File: src/rtl/uop_unit.sv
module uop_unit #(
  parameter int WIDTH = 8,
  parameter int NREGS = 4,
  localparam int AW = $clog2(NREGS)
) (
  input  logic                   clk,
  input  logic                   rst_n,
  input  logic                   k1,
  input  logic                   k2,
  input  logic                   sub_mode,
  input  logic [3:0]             op,
  input  logic [AW-1:0]          src_a,
  input  logic [AW-1:0]          src_b,
  input  logic [AW-1:0]          dst,
  input  logic [WIDTH-1:0]       load_data,
  output logic [NREGS*WIDTH-1:0] reg_flat,
  output logic                   carry
);
  localparam logic [3:0] OP_LOAD = 4'd0, OP_ADD = 4'd1, OP_INC = 4'd2, OP_DEC = 4'd3,
                         OP_NOT = 4'd4, OP_NEG = 4'd5, OP_OR = 4'd6, OP_AND = 4'd7,
                         OP_XOR = 4'd8, OP_SHL = 4'd9, OP_SHR = 4'd10;

  logic [WIDTH-1:0] rf [NREGS];
  logic [WIDTH-1:0] a, b;
  logic [WIDTH:0]   res;
  logic             wr, arith;
  logic             go;

  assign a  = rf[src_a];
  assign b  = rf[src_b];
  assign go = (k1 | k2) & wr;

  for (genvar i = 0; i < NREGS; i++) begin : g_out
    assign reg_flat[i*WIDTH +: WIDTH] = rf[i];
  end

  always_comb begin
    res   = '0;
    wr    = 1'b1;
    arith = 1'b0;
    case (op)
      OP_LOAD: res = {1'b0, load_data};
      OP_ADD: begin
        arith = 1'b1;
        res   = sub_mode ? {1'b0, a} + {1'b0, ~b} + (WIDTH+1)'(1)
                         : {1'b0, a} + {1'b0, b};
      end
      OP_INC: begin arith = 1'b1; res = {1'b0, a} + (WIDTH+1)'(1); end
      OP_DEC: begin arith = 1'b1; res = {1'b0, a} + {1'b0, {WIDTH{1'b1}}}; end
      OP_NOT: res = {1'b0, ~a};
      OP_NEG: begin arith = 1'b1; res = {1'b0, ~a} + (WIDTH+1)'(1); end
      OP_OR:  res = {1'b0, a | b};
      OP_AND: res = {1'b0, a & b};
      OP_XOR: res = {1'b0, a ^ b};
      OP_SHL: res = {1'b0, a[WIDTH-2:0], 1'b0};
      OP_SHR: res = {2'b00, a[WIDTH-1:1]};
      default: wr = 1'b0;
    endcase
  end

  always_ff @(posedge clk or negedge rst_n) begin
    if (!rst_n) begin
      for (int i = 0; i < NREGS; i++) rf[i] <= '0;
      carry <= 1'b0;
    end else if (go) begin
      rf[dst] <= res[WIDTH-1:0];
      if (arith) carry <= res[WIDTH];
    end
  end
endmodule


File: config.mk
export PLATFORM = sky130hd
export DESIGN_NAME = uop_unit
export DESIGN_NICKNAME = d
export VERILOG_FILES = /design/src/rtl/uop_unit.sv
export SDC_FILE = /design/constraint.sdc
export NUM_CORES = 1
export LEC_CHECK = 0
export ABC_AREA = 1
export ABC_CLOCK_PERIOD_IN_PS = 4500
export BUFFER_PORTS_ARGS = -buffer_cell sky130_fd_sc_hd__buf_2
export CELL_PAD_IN_SITES_DETAIL_PLACEMENT = 1
export CELL_PAD_IN_SITES_GLOBAL_PLACEMENT = 1
export CORE_MARGIN = 2
export CORE_UTILIZATION = 35
export CTS_CLUSTER_DIAMETER = 150
export DETAILED_ROUTE_END_ITERATION = 6
export PLACE_DENSITY_LB_ADDON = 0.08
export SLEW_MARGIN = 10
export SYNTH_ARGS = -nofsm -noshare
export SYNTH_HDL_FRONTEND = slang
export SYNTH_SLANG_ARGS = --single-unit
File: constraint.sdc
create_clock -name clk -period 4.5 [get_ports clk]
set_input_delay 0.45 -clock clk [delete_from_list [all_inputs] [get_ports clk]]
set_output_delay 0.45 -clock clk [all_outputs]
set_load 0.01 [all_outputs]
==> impl_metrics.yaml <==
final_layout:
  mostFrequentLayoutCell: "nand2_1"
  postLayoutCellArea_um2: 4350
  regArea_um2: 826
  syn2layout_area_growth_pct: 12.9
  final_nets: 715
  insertedDiodeCount: 0
  multi_input_area_um2: 2670
  final_cell_mix: "nand2_1, inv_1, buf_2"
  drive_above_1_share_pct: 18.5
  fill_cells: 1450
timing:
  max_slew_margin_pct: 49.3
  slew_violations: 0
  rsz0062_at_grt: "false"
  max_slew.worst_pin.slew_ps: 761
  setup_violations: 0
  skew_ps: 7.96
  layout_min_cycle_time_ps: 3220
  timing.final.crit_share_pct: 71.5
  fin_tns_setup_ps: 0
  finalHoldViolCount: 0
  fmax_mhz: 311
setup_path:
  crit_family: "simple AND/OR/NAND/NOR gates"
  crit_fanout: 21
  cp_cell_sequence: "buf_2 -> inv_1 -> nand2_1 -> a32oi_1 -> inv_1 -> ha_1 -> inv_1 -> nand2_1 -> o21ai_0 -> nand3_1 -> nand2_1 -> nand2_1 -> nand2_1 -> nand2_1 -> nand3_1 -> nand3_2 -> nand2_1 -> nand2_1"
  crit_required_ps: 4690
  critPathSlowestCell: "ha_1"
  cpPeakStageDelay_ps: 400
  startpoint_type: "primary input"
  path_buf_inv: 4
  crit_type: "primary input to flip-flop"
  cp-end-kind: "flip-flop"
  cp_data_arrival_time_ps: 3410
  path_common_cell: "nand2_1"
die:
  row_count: 38
  fp.dieH_um: 109
  core-area_um2: 10800
  die_w_um: 109
  die-area_um2: 11900
  start_util_pct: 35.7
  ios: 56
global_route:
  antenna_found_initial: 0
  grt_max_degree: 34
  grt_pass1_wl_mm: 22.5
  grt_pass1_vias: 4295
  grt_use_total_pct: 24.6
  gr-total-overflow: 0
clock_tree:
  clkLatencyLatePin_ps: 300
  clk_path_buf_depth: 2
  cts-buffers-inserted: 5
  cts_tree: "done"
  hold_buffers: 0
  cts_resized: 0
  cts_root_buffer: "clkbuf_8"
  cts.sinks: 33
  htreeDepth: 2
  clkTransAtPathRegs_ps: 70
  postCtsSetupBuffers: 0
detailed_routing:
  wl_mm: 13.5
  vias_per_cell: 5.19
  drtIter0Drc: 149
  avgRoutedWirePerCell_um: 16.8
  drt_first_pass_iters: 4
  antenna_left: 0
  drc: 0
  vias: 4175
power_and_ir_drop:
  power_w: 0.00163
  ir_drop_mv: 0.249
  leakagePower_nw: 2.29
  power-per-cell-area_nw_per_um2: 374
yosys:
  synth_edf_count: 0
  synth_adder_area_share_pct: 9.48
  synthCells: 613
  synth_cell_types: 45
  syn_area_um2: 3850
  synth_top_family_by_area: "simple AND/OR/NAND/NOR gates"
  syn_nets: 664
  synthXorXnorAreaFrac_pct: 0.909
  synth-compound-area-share_pct: 14.2
  synthMuxAreaShare_pct: 0
  avgSynthCellArea_um2: 6.29
  synth_warnings: 0
  synth-main-ff-cell: "dfrtp_1"
  yosysSeqAreaShare_pct: 21.4
  synthArstFlopShare_pct: 100
  ys_ff_latch: 33
  yosysTopAreaCell: "nand2_1"
  synth-simple-area-share_pct: 44.6
  synth.area.top_cells: "nand2_1, dfrtp_1, ha_1"
  synthDominantCellAreaShare_pct: 21.8
place:
  place.gp.congestion: 0.864
  hpwl_mm: 11.2
  post_dp_cell_area_um2: 4240
  numPortBuffers: 55
outcome:
  outcome: "complete, no violations"
run:
  maxCapViolations: 0
hold_path:
  hp-class: "primary input to async pin"
[through the flow]
step	worst slack (ps)	cells	util, %	hold WS (ps)
after floorplan	1820	613	-	154
after global placement	1090	797	39.2	486
after detailed placement	972	797	39.2	509
after CTS	1280	805	40.3	243
after global routing	914	805	40.3	271
final	1280	805	40.3	225
[flip-flops by register name, indices dropped and copies added (netlist names)]
signal,flops
carry,1
reg_flat,32
[final timing paths]
| kind | from | to | slack, ps | cells past startpoint |
|---|---|---|---|---|
| max reg2reg | reg_flat[2]$_DFFE_PN0P_ | reg_flat[15]$_DFFE_PN0P_ | 1490 | 18 |
| min in group clk | dst[1] | reg_flat[12]$_DFFE_PN0P_ | 510 | 4 |
| max in group asynchronous | rst_n | reg_flat[14]$_DFFE_PN0P_ | 3790 | 1 |
| min reg2reg | carry$_DFFE_PN0P_ | carry$_DFFE_PN0P_ | 510 | 2 |
| max | src_b[0] | reg_flat[15]$_DFFE_PN0P_ | 1280 | 18 |
| min | rst_n | reg_flat[27]$_DFFE_PN0P_ | 220 | 1 |
[cell families after synthesis]
logic type / count (synthesis)
AOI/OAI and AO/OA: 94
xor gates and xnor gates: 4
buffers and inverters: 84
adders and majority gates: 28
DFF: 33
and+or+nand+nor: 370
[metal layers]
layer | vias to the layer above | routed length [um] | GRT usage, %
met5 | - | 0 | 0
li1 | 2098 | - | -
met2 | 62 | 6800 | 43.7
met1 | 2002 | 6180 | 32.3
met4 | 0 | 190 | 6.14
met3 | 13 | 315 | 1.67
[final cells by class]
cell class              instances  share of cell area, %
clock buffers                   7                   1.98
clock inverters                 1                  0.690
inverters                      70                   6.21
multi-input cells             496                   61.3
flip-flops and latches         33                   19.0
well taps                     140                   4.03
repair buffers                 58                   6.84
[cells in the mapped netlist (2+ instances only)]
cell and number:
nand2_1 224, inv_1 63, nand3_1 46, nor2_1 39, o21ai_0 36, dfrtp_1 33, a21oi_1 26, ha_1 26
nand2_2 15, nand3_2 14, a32oi_1 8, clkbuf_1 8, o22ai_1 8, nand2_4 7, nand4_1 7, nor2_2 7
o21ai_1 6, inv_2 4, buf_6 3, xor2_1 3, fa_1 2, nand3b_1 2, nor3_1 2, nor3_2 2
o21bai_1 2
[report_power, final]
part	switching [W]	internal, W	leakage (nW)
clock	0.000116	0.000181	0.0585
combinational	0.000577	0.000293	1.80
sequential	0.0000907	0.000369	0.432
No activity file was read; power rests on OpenSTA's default activity.
